--- src/rtl/acq_seq_pkg.sv ---
package acq_seq_pkg;

  typedef enum logic [3:0] {
    ST_IDLE     = 4'd0,
    ST_WSTART   = 4'd1,
    ST_MINPRE   = 4'd2,
    ST_WARM     = 4'd3,
    ST_WREF     = 4'd4,
    ST_POST     = 4'd5,
    ST_RECDONE  = 4'd6,
    ST_WADV     = 4'd7,
    ST_DONE     = 4'd8
  } acqState_e;

  // control -> datapath
  typedef struct packed {
    logic loadCfg;
    logic preRun;
    logic postRun;
    logic holdLoad;
    logic recAdvance;
  } ctlStrobe_t;

  // datapath -> control
  typedef struct packed {
    logic preDone;
    logic postDone;
    logic holdOk;
    logic lastRec;
  } dpStatus_t;

endpackage

--- src/rtl/acq_seq_span_counter.sv ---
module acq_seq_span_counter #(
  parameter int W = 16
) (
  input  logic         clk,
  input  logic         rstN,
  input  logic         run,
  input  logic [W-1:0] len,
  output logic         done
);
  localparam logic [W-1:0] CNT_MAX = '1;

  logic [W-1:0] cnt;

  always_ff @(posedge clk) begin
    if (!rstN || !run) cnt <= '0;
    else if (cnt != CNT_MAX) cnt <= cnt + 1'b1;
  end

  // the current cycle's sample is the last one when cnt+1 reaches len
  logic [W:0] nextCount;
  assign nextCount = {1'b0, cnt} + {{W{1'b0}}, 1'b1};
  assign done = (nextCount >= {1'b0, len});
endmodule

--- src/rtl/acq_seq_datapath.sv ---
module acq_seq_datapath
  import acq_seq_pkg::*;
#(
  parameter int CNT_W  = 16,
  parameter int REC_W  = 8,
  parameter int HOLD_W = 16
) (
  input  logic              clk,
  input  logic              rstN,
  input  ctlStrobe_t        strobe,
  input  logic [CNT_W-1:0]  cfgPreCount,
  input  logic [CNT_W-1:0]  cfgPostCount,
  input  logic [REC_W-1:0]  cfgRecords,
  input  logic [HOLD_W-1:0] cfgHoldoff,
  output dpStatus_t         status
);
  localparam int NSPAN = 2;

  logic [CNT_W-1:0]  spanLen [NSPAN];
  logic [CNT_W-1:0]  spanCfg [NSPAN];
  logic              spanRun [NSPAN];
  logic              spanDone[NSPAN];
  logic [HOLD_W-1:0] holdLen;
  logic [HOLD_W-1:0] holdCnt;
  logic              firstRec;
  logic [REC_W-1:0]  recLeft;

  assign spanCfg[0] = cfgPreCount;
  assign spanCfg[1] = cfgPostCount;
  assign spanRun[0] = strobe.preRun;
  assign spanRun[1] = strobe.postRun;

  // one working length register and one counter per sampling span
  for (genvar g = 0; g < NSPAN; g++) begin : gSpan
    always_ff @(posedge clk) begin
      if (!rstN) spanLen[g] <= '0;
      else if (strobe.loadCfg) spanLen[g] <= spanCfg[g];
    end

    acq_seq_span_counter #(.W(CNT_W)) uSpan (
      .clk  (clk),
      .rstN (rstN),
      .run  (spanRun[g]),
      .len  (spanLen[g]),
      .done (spanDone[g])
    );
  end

  // holdoff timer: reloaded at post-trigger entry, free-runs down to zero
  always_ff @(posedge clk) begin
    if (!rstN) begin
      holdLen  <= '0;
      holdCnt  <= '0;
      firstRec <= 1'b0;
    end else begin
      if (strobe.loadCfg) begin
        holdLen  <= cfgHoldoff;
        holdCnt  <= '0;
        firstRec <= 1'b1;
      end else if (strobe.holdLoad) begin
        holdCnt  <= holdLen;
        firstRec <= 1'b0;
      end else if (holdCnt != '0) begin
        holdCnt <= holdCnt - 1'b1;
      end
    end
  end

  // remaining records, zero treated as one
  always_ff @(posedge clk) begin
    if (!rstN) recLeft <= '0;
    else if (strobe.loadCfg)
      recLeft <= (cfgRecords == '0) ? {{(REC_W-1){1'b0}}, 1'b1} : cfgRecords;
    else if (strobe.recAdvance && recLeft != '0)
      recLeft <= recLeft - 1'b1;
  end

  assign status.preDone  = spanDone[0];
  assign status.postDone = spanDone[1];
  assign status.holdOk   = firstRec || (holdCnt == '0);
  assign status.lastRec  = (recLeft <= {{(REC_W-1){1'b0}}, 1'b1});
endmodule

--- src/rtl/acq_seq_ctrl.sv ---
module acq_seq_ctrl
  import acq_seq_pkg::*;
(
  input  logic       clk,
  input  logic       rstN,
  input  logic       initiate,
  input  logic       clearFetch,
  input  logic       startTrig,
  input  logic       startTrigEn,
  input  logic       armTrig,
  input  logic       armTrigEn,
  input  logic       refTrig,
  input  logic       refTrigEn,
  input  logic       advTrig,
  input  logic       advTrigEn,
  input  logic       tdcReady,
  input  logic       memStored,
  input  dpStatus_t  status,
  output ctlStrobe_t strobe,
  output acqState_e  state,
  output logic       sampleEn,
  output logic       recordWrite,
  output logic       startPulse,
  output logic       endRecordPulse,
  output logic       endAcqPulse
);
  acqState_e stateNext;
  logic startGo, armGo, refGo, advGo, preExit, postExit, recExit;

  // an unconfigured trigger counts as already present
  assign startGo  = !startTrigEn || startTrig;
  assign armGo    = !armTrigEn   || armTrig;
  assign refGo    = !refTrigEn   || refTrig;
  assign advGo    = !advTrigEn   || advTrig;
  assign preExit  = status.preDone && tdcReady && status.holdOk;
  assign postExit = status.postDone;
  assign recExit  = memStored;

  always_comb begin
    stateNext = state;
    unique case (state)
      ST_IDLE:    if (initiate)   stateNext = ST_WSTART;
      ST_WSTART:  if (startGo)    stateNext = ST_MINPRE;
      ST_MINPRE:  if (preExit)    stateNext = ST_WARM;
      ST_WARM:    if (armGo)      stateNext = ST_WREF;
      ST_WREF:    if (refGo)      stateNext = ST_POST;
      ST_POST:    if (postExit)   stateNext = ST_RECDONE;
      ST_RECDONE: if (recExit)    stateNext = status.lastRec ? ST_DONE : ST_WADV;
      ST_WADV:    if (advGo)      stateNext = ST_MINPRE;
      ST_DONE:    if (clearFetch) stateNext = ST_IDLE;
      default:                    stateNext = ST_IDLE;
    endcase
  end

  always_comb begin
    strobe.loadCfg    = (state == ST_IDLE) && initiate;
    strobe.preRun     = (state == ST_MINPRE);
    strobe.postRun    = (state == ST_POST);
    strobe.holdLoad   = (state == ST_WREF) && refGo;
    strobe.recAdvance = (state == ST_RECDONE) && recExit;
  end

  always_ff @(posedge clk) begin
    if (!rstN) begin
      state          <= ST_IDLE;
      startPulse     <= 1'b0;
      recordWrite    <= 1'b0;
      endRecordPulse <= 1'b0;
      endAcqPulse    <= 1'b0;
    end else begin
      state          <= stateNext;
      startPulse     <= (state == ST_WSTART) && startGo;
      recordWrite    <= (state == ST_POST) && postExit;
      endRecordPulse <= strobe.recAdvance;
      endAcqPulse    <= strobe.recAdvance && status.lastRec;
    end
  end

  always_comb begin
    unique case (state)
      ST_MINPRE, ST_WARM, ST_WREF, ST_POST: sampleEn = 1'b1;
      default:                              sampleEn = 1'b0;
    endcase
  end
endmodule

--- src/rtl/acq_sequencer.sv ---
module acq_sequencer
  import acq_seq_pkg::*;
#(
  parameter int CNT_W  = 16,
  parameter int REC_W  = 8,
  parameter int HOLD_W = 16
) (
  input  logic              clk,
  input  logic              rstN,
  input  logic              initiate,
  input  logic              clearFetch,
  input  logic              startTrig,
  input  logic              startTrigEn,
  input  logic              armTrig,
  input  logic              armTrigEn,
  input  logic              refTrig,
  input  logic              refTrigEn,
  input  logic              advTrig,
  input  logic              advTrigEn,
  input  logic [CNT_W-1:0]  cfgPreCount,
  input  logic [CNT_W-1:0]  cfgPostCount,
  input  logic [REC_W-1:0]  cfgRecords,
  input  logic [HOLD_W-1:0] cfgHoldoff,
  input  logic              tdcReady,
  input  logic              memStored,
  output logic              sampleEn,
  output logic              recordWrite,
  output logic [3:0]        stateCode,
  output logic              startPulse,
  output logic              endRecordPulse,
  output logic              endAcqPulse
);
  ctlStrobe_t strobe;
  dpStatus_t  status;
  acqState_e  state;

  acq_seq_ctrl uCtrl (
    .clk            (clk),
    .rstN           (rstN),
    .initiate       (initiate),
    .clearFetch     (clearFetch),
    .startTrig      (startTrig),
    .startTrigEn    (startTrigEn),
    .armTrig        (armTrig),
    .armTrigEn      (armTrigEn),
    .refTrig        (refTrig),
    .refTrigEn      (refTrigEn),
    .advTrig        (advTrig),
    .advTrigEn      (advTrigEn),
    .tdcReady       (tdcReady),
    .memStored      (memStored),
    .status         (status),
    .strobe         (strobe),
    .state          (state),
    .sampleEn       (sampleEn),
    .recordWrite    (recordWrite),
    .startPulse     (startPulse),
    .endRecordPulse (endRecordPulse),
    .endAcqPulse    (endAcqPulse)
  );

  acq_seq_datapath #(.CNT_W(CNT_W), .REC_W(REC_W), .HOLD_W(HOLD_W)) uDp (
    .clk          (clk),
    .rstN         (rstN),
    .strobe       (strobe),
    .cfgPreCount  (cfgPreCount),
    .cfgPostCount (cfgPostCount),
    .cfgRecords   (cfgRecords),
    .cfgHoldoff   (cfgHoldoff),
    .status       (status)
  );

  assign stateCode = state;
endmodule

--- config.mk ---
export PLATFORM = sky130hd
export DESIGN_NAME = acq_sequencer
export DESIGN_NICKNAME = d
export VERILOG_FILES = /design/src/rtl/acq_seq_pkg.sv /design/src/rtl/acq_seq_span_counter.sv /design/src/rtl/acq_seq_datapath.sv /design/src/rtl/acq_seq_ctrl.sv /design/src/rtl/acq_sequencer.sv
export SDC_FILE = /design/constraint.sdc
export NUM_CORES = 1
export LEC_CHECK = 0
export BUFFER_PORTS_ARGS = -buffer_cell sky130_fd_sc_hd__buf_2
export CAP_MARGIN = 20
export CORE_MARGIN = 4
export CORE_UTILIZATION = 55
export CTS_CLUSTER_SIZE = 30
export DETAILED_ROUTE_END_ITERATION = 8
export PLACE_DENSITY = 0.84
export SYNTH_ARGS = -nofsm -noshare
export SYNTH_HDL_FRONTEND = slang
export SYNTH_HIERARCHICAL = 1
export SYNTH_SLANG_ARGS = --single-unit
--- constraint.sdc ---
create_clock -name clk -period 3.9 [get_ports clk]
set_clock_uncertainty 0.15 [all_clocks]
set_input_delay 0.585 -clock clk [delete_from_list [all_inputs] [get_ports clk]]
set_output_delay 0.585 -clock clk [all_outputs]
set_load 0.05 [all_outputs]
---- Word level (Yosys, flattened, before mapping) ----
Memory sizes are Yosys's and may differ from the RTL's.
Index checks and enable logic that the tools add are counted.
cells by class
  $add $sub $neg .......................... 6
  magnitude comparators ................... 3
  eq/ne operators ......................... 19
  multiplexer cells ....................... 25
  bitwise gates (word level) .............. 3
  reductions and logical operators ........ 34
operators with widths
  operator                 number
  $mux W16                 4
  $mux W4                  10
  $pmux W4 S9              1
  $add A16 B1 Y17 const B  2
  $ge A17 B16 Y1           2
  $add A16 B1 Y16 const B  2
  $ne A16 B16 Y1 const B   2
  $mux W8                  3
  $eq A4 B3 Y1 const B     4
  $logic_not A16 Y1        1
  $reduce_bool A16 Y1      1
  $sub A16 B1 Y16 const B  1
  $ne A2 B2 Y1 const B     5
  $logic_and A1 B1 Y1      9
  $reduce_and A9 Y1        1
  $eq A4 B2 Y1 const B     2
  $le A8 B1 Y1 const B     1
  $logic_not A8 Y1         1
  $ne A2 B1 Y1 const B     4
  $reduce_bool A8 Y1       1
  $sub A8 B1 Y8 const B    1
  $logic_not A1 Y1         7
  $logic_or A1 B1 Y1       7
  $mux W1                  7
  8 further kinds          11
word-level totals
  register bits ........................... 81
  bits in writable memories ............... 32
  input port bits ......................... 70
  word-level logic and storage cells ...... 102
  memories kept ........................... 1
memories
  name         depth  bits a word  read ports  clocked after Yosys merged registers in  wr ports  RTL line                source
  uDp.spanLen  2      16           2           0                                        2         acq_seq_datapath.sv:19  logic [CNT_W-1:0] spanLen [NSPAN];

---- Longest topological paths before layout ----
  depth in word-level cells ............... 6
  mapped depth ............................ 15
  gate-level depth less buffers ........... 15

---- Cells and area by module ----
The synthesis kept the hierarchy.
modules (own cells, without submodules)
  module                instances  cells an instance  area an instance (sq um)  sequential area each (sq um)
  acq_seq_datapath      1          295                3,186.8                   1,781.7
  acq_seq_span_counter  2          155                1,232.4                   320.3
  acq_seq_ctrl          1          63                 536.8                     160.2

---- Least setup slack after synthesis ----
OpenSTA, ideal clock, no wires.
  path type ............................... reg2reg
  from .................................... register uDp.gSpan[0].uSpan.cnt[0]
  to ...................................... register uCtrl.state[2]
  arrival time ............................ 2.786 ns
  required time ........................... 3.622 ns
  slack ................................... 0.837 ns
  cell stages (with the launch flop) ...... 16
  path buffers ............................ 0
  clock period less this slack ............ 3.063 ns
  path through ............................ dfxtp_1 ha_1 nand3_1 nor3_1 xnor2_1 inv_1 ha_1 nand4_1 o41ai_1 a221oi_1 o311ai_1 nand3_1 a32oi_2 nand3_2 o211ai_1 o41ai_2
RTL lines
  what                      RTL line                    source
  start: declaration        acq_seq_span_counter.sv:12  logic [W-1:0] cnt;
  start signal: assignment  acq_seq_span_counter.sv:16  else if (cnt != CNT_MAX) cnt <= cnt + 1'b1;
  end signal: assignment    acq_seq_ctrl.sv:71          state <= stateNext;
  end: declaration          acq_seq_ctrl.sv:20          output acqState_e state,

==> metrics.log <==
[metrics] result of the run: complete, no violations
[metrics] ANT nets after route: 0
[metrics] switching power share of the total: 32.8%
[metrics] async set-reset flop share out of synthesis: 0%
[metrics] clock tree from TritonCTS: yes
[metrics] GP Congestion: 0.865
[metrics] complex-gate fraction of the synthesized area: 10.5%
[metrics] number of instances in the synthesized netlist: 668
[metrics] multiplexer share of the synthesized area: 3.23%
[metrics] largest cells by area after synthesis: sky130_fd_sc_hd__dfxtp_1 (26%), sky130_fd_sc_hd__edfxtp_1 (16%), sky130_fd_sc_hd__ha_1 (7.7%)
[metrics] post-route core utilization: 66.6%
[metrics] clock tree sinks: 113
[metrics] final setup TNS: 0 ps
[metrics] half-perimeter wire length after detailed placement: 9590 µm
[metrics] Die Footprint: 0.0130 mm²
[metrics] Global Route met3 Usage: 5.44%
[metrics] share of the clock period used by the worst path: 91.8%
[metrics] initial core utilization: 56.6%
[metrics] post-synthesis average cell area: 9.26 µm²
[metrics] vertical extent of the die: 114 µm
[metrics] Max VDD drop: 0.405 mV
[metrics] number of register bits inferred by synthesis: 113
[metrics] wire length per cell after detailed routing: 15.9 µm
[metrics] Diodes inserted: 0
[metrics] power per unit of standard cell area: 610 mW/mm²
[metrics] CP Capture Type: register
[metrics] largest family of logic cells by synthesized area: simple AND/OR/NAND/NOR gates
[metrics] number of buffers on the longest clock path: 2
[metrics] crit start category: register
[metrics] crit path buf inv count: 1
[metrics] setup repair after global routing missed its margin: no
[metrics] Yosys top cell area share: 26.2%
[metrics] FF+latch area: 0.00258 mm²
[metrics] internal power: 2.98 mW
[metrics] crit path max-delay cell type: sky130_fd_sc_hd__a2111oi_0
[metrics] share of synthesized cell area in and, or, nand and nor gates: 24.2%
[metrics] most common flop cell mapped by yosys: sky130_fd_sc_hd__dfxtp_1
[metrics] DP Worst Slack: 325 ps
[metrics] total of warnings raised by yosys: 6
[metrics] combined area of the multi-input logic cells: 0.00325 mm²
[metrics] busiest layer in global routing: met2
[metrics] Leak Pwr: 3.31 nW
[metrics] count of flip-flops with a built-in enable after synthesis: 32
[metrics] GR Layer Usage met1: 26.4%
[metrics] overall power of the completed layout: 4.44 mW
[metrics] worst hold path type: input port to register
[metrics] area of the core region: 0.0109 mm²
[metrics] cell family with the largest share of critical-path delay: compound AO/OA/AOI/OAI gates
[metrics] leading cell types by count after synthesis: sky130_fd_sc_hd__dfxtp_1 (81), sky130_fd_sc_hd__inv_1 (60), sky130_fd_sc_hd__and3_1 (46)
[metrics] GRT Residual Overflow: 0
[metrics] Die Width: 114 µm
[metrics] time the final worst path needs with I/O delays and setup: 3580 ps
[metrics] clock-pin transition on the worst setup and hold timing paths: 60 ps
[metrics] count of final setup violators: 0
[metrics] overall via count from detail_route: 5165
[metrics] final non-filler cell area: 0.00728 mm²
[metrics] number of distinct standard cells referenced by the synthesized netlist: 66
[metrics] arrival time reported for the critical path endpoint: 3750 ps
[metrics] fraction of final layout cells with drive strength greater than 1: 18.7%
[metrics] Pre-antenna DRT Iters: 5
[metrics] setup bufs post-CTS: 0
[metrics] part of the Yosys area used for sequential elements: 41.7%
[metrics] Inserted Clock Buffers: 17
[metrics] r2r setup slk: 320 ps
[metrics] Placed Instance Area: 0.00665 mm²
[metrics] number of nets at the end of the flow: 849
[metrics] number of H-tree branching levels: 4
[metrics] root buffer cell: sky130_fd_sc_hd__clkbuf_16
[metrics] met2 track demand over resource in global routing: 38.5%
[metrics] Total GRT Usage: 22.2%
[metrics] power share of the clock group: 35.4%
[metrics] post-synthesis cell type with the largest combined area: sky130_fd_sc_hd__dfxtp_1
[metrics] nets in the synthesized netlist: 776
[metrics] layout overhead on the synthesized area: 17.6%
[metrics] Total Routed Length: 14200 µm
[metrics] share of power burned in combinational logic: 28.6%
[metrics] final-report hold violation count: 0
[metrics] Clk Latency, worst-skew pair: 420 ps
[metrics] number of antenna violations at the first check in global routing: 0
[metrics] sequential fraction of design power: 36.0%
[metrics] total of max-cap violations: 0
[metrics] xor/xnor share of the synthesized area: 6.51%
[metrics] max-slew headroom at the worst pin: 50.1%
[metrics] highest clock frequency the design can meet: 279 MHz
[metrics] Worst Path Max Fanout: 6
[metrics] first-pass GRT wire length: 23200 µm
[metrics] data required time of the worst path: 4070 ps
[metrics] maximum single-stage delay on the critical path: 520 ps
[metrics] adder-cell share of the synthesized area: 7.68%
[metrics] Worst Slack Setup Final: 321 ps
[metrics] Site Rows: 38
[metrics] pin count of the biggest net entering global routing: 56
[metrics] critical path, cell by cell: nand4_1 -> or2_2 -> xor2_1 -> inv_1 -> ha_1 -> nand4_1 -> nor3_1 -> a2111oi_0 -> o311ai_1 -> nand2b_1 -> a21oi_2 -> o211ai_1 -> o41ai_2
[metrics] classification of the worst setup path: register to register
[metrics] # DRC: 0
[metrics] number of slew-limit violations in the final report: 0
[metrics] most frequent cell on the critical path: sky130_fd_sc_hd__nand4_1
[metrics] I/O pin count: 79
[metrics] vias in the first global route: 5098
[metrics] count of buffers inserted at the top-level ports: 78
[metrics] most numerous cell in the Yosys netlist: sky130_fd_sc_hd__dfxtp_1
[metrics] slew of the pin with the lowest slew margin: 746 ps
[metrics] fill cell instance count of the final layout: 862
[metrics] Iter 0 DRT Violations: 352
[metrics] Mapped Area: 0.00619 mm²
[metrics] average via count per standard cell: 5.78
[metrics] power spent charging and discharging nets: 1.46 mW
[area by class of cell]
cell class | instances | area share, %
flip-flops and latches | 113 | 35.5
repair buffers | 84 | 5.95
well taps | 140 | 2.41
clock buffers | 23 | 7.01
inverters | 60 | 3.09
clock inverters | 9 | 1.39
multi-input cells | 465 | 44.7
[final timing paths]
kind,from,to,cells after the start
max,uDp/gSpan[1].uSpan/cnt[0],uCtrl/state[2],13
min,cfgHoldoff[3],uDp/holdLen[3],3
max reg2reg,uDp/gSpan[1].uSpan/cnt[0],uCtrl/state[2],13
min reg2reg,uDp/holdLen[12],uDp/holdCnt[12],2
[kinds of logic (layout without fill, tap and decap cells)]
kind of cell	Yosys count	after routing
AOI/OAI and AO/OA	106	106
muxes	20	20
DFF	113	113
buffers and inverters	90	176
adders and majority gates	38	38
xor gates and xnor gates	46	46
and+or+nand+nor	255	255
[power groups by stage]
stage | logic [mW] | registers [mW] | clock network [mW]
after floorplan | 0.951 | 1.61 | 0
after global placement | 1.18 | 1.60 | 0
after detailed placement | 1.23 | 1.61 | 0
after CTS | 1.26 | 1.59 | 1.59
after global routing | 1.40 | 1.62 | 1.65
final | 1.27 | 1.60 | 1.57
[layout by cell type, fill, tap and decap left out, types with 3 or more instances in the layout]
cell                        instances
sky130_fd_sc_hd__clkinv_2           5
sky130_fd_sc_hd__o21ai_1            4
sky130_fd_sc_hd__or3_1              5
sky130_fd_sc_hd__and2_1             3
sky130_fd_sc_hd__a21oi_1           38
sky130_fd_sc_hd__inv_1             60
sky130_fd_sc_hd__nand4_1           14
sky130_fd_sc_hd__nor3_1            25
sky130_fd_sc_hd__nor2_1            30
sky130_fd_sc_hd__nand2_1           37
sky130_fd_sc_hd__buf_4              5
sky130_fd_sc_hd__mux2i_1           20
sky130_fd_sc_hd__nand3_1           23
sky130_fd_sc_hd__clkbuf_16         19
sky130_fd_sc_hd__and3_1            45
sky130_fd_sc_hd__or4_1              4
sky130_fd_sc_hd__xnor2_1           20
sky130_fd_sc_hd__nor3_2             4
sky130_fd_sc_hd__xor2_1            26
sky130_fd_sc_hd__ha_1              38
sky130_fd_sc_hd__o21ai_0           30
sky130_fd_sc_hd__nor4_1             7
sky130_fd_sc_hd__a31oi_1            5
sky130_fd_sc_hd__and4_1             3
sky130_fd_sc_hd__o211ai_1           4
sky130_fd_sc_hd__nand2b_1           5
sky130_fd_sc_hd__buf_2             78
sky130_fd_sc_hd__dfxtp_1           81
sky130_fd_sc_hd__edfxtp_1          32
sky130_fd_sc_hd__nor2b_1           20
[registers in the layout (all words and copies together), names as in the netlist]
signal / flops
uDp/holdLen: 16
uCtrl/recordWrite: 1
uDp/gSpan.uSpan/cnt: 32
uCtrl/startPulse: 1
uCtrl/endAcqPulse: 1
uDp/recLeft: 8
uCtrl/state: 4
uCtrl/endRecordPulse: 1
uDp/holdCnt: 16
uDp/firstRec: 1
uDp/spanLen: 32
[repair_timing]
item                       4_1_cts  5_1_grt
hold buffers                     0        0
resized for setup                0        3
setup endpoints to repair        0        3
[per-layer routing]
metal / up-vias / wire [µm] / share of wire (%)
li1: 2534 / - / -
met1: 2425 / 5800 / 41
met2: 180 / 7200 / 51
met3: 26 / 957 / 6.7
met4: 0 / 252 / 1.8
met5: - / 0 / 0
[metrics by stage]
step                      cells  hold slack, ps
after CTS                   893             269
after global placement      861             286
after floorplan             668             274
after global routing        894             287
after detailed placement    861             290
final                       894             269
[worst register-to-register path: stages, from the launching register on]
cell	delay, ps
sky130_fd_sc_hd__dfxtp_1	410
sky130_fd_sc_hd__nand4_1	310
sky130_fd_sc_hd__or2_2	390
sky130_fd_sc_hd__xor2_1	210
sky130_fd_sc_hd__inv_1	70
sky130_fd_sc_hd__ha_1	270
sky130_fd_sc_hd__nand4_1	170
sky130_fd_sc_hd__nor3_1	100
sky130_fd_sc_hd__a2111oi_0	520
sky130_fd_sc_hd__o311ai_1	210
sky130_fd_sc_hd__nand2b_1	220
sky130_fd_sc_hd__a21oi_2	230
sky130_fd_sc_hd__o211ai_1	140
sky130_fd_sc_hd__o41ai_2	80
Note: power is estimated with default switching activity, not from simulation.
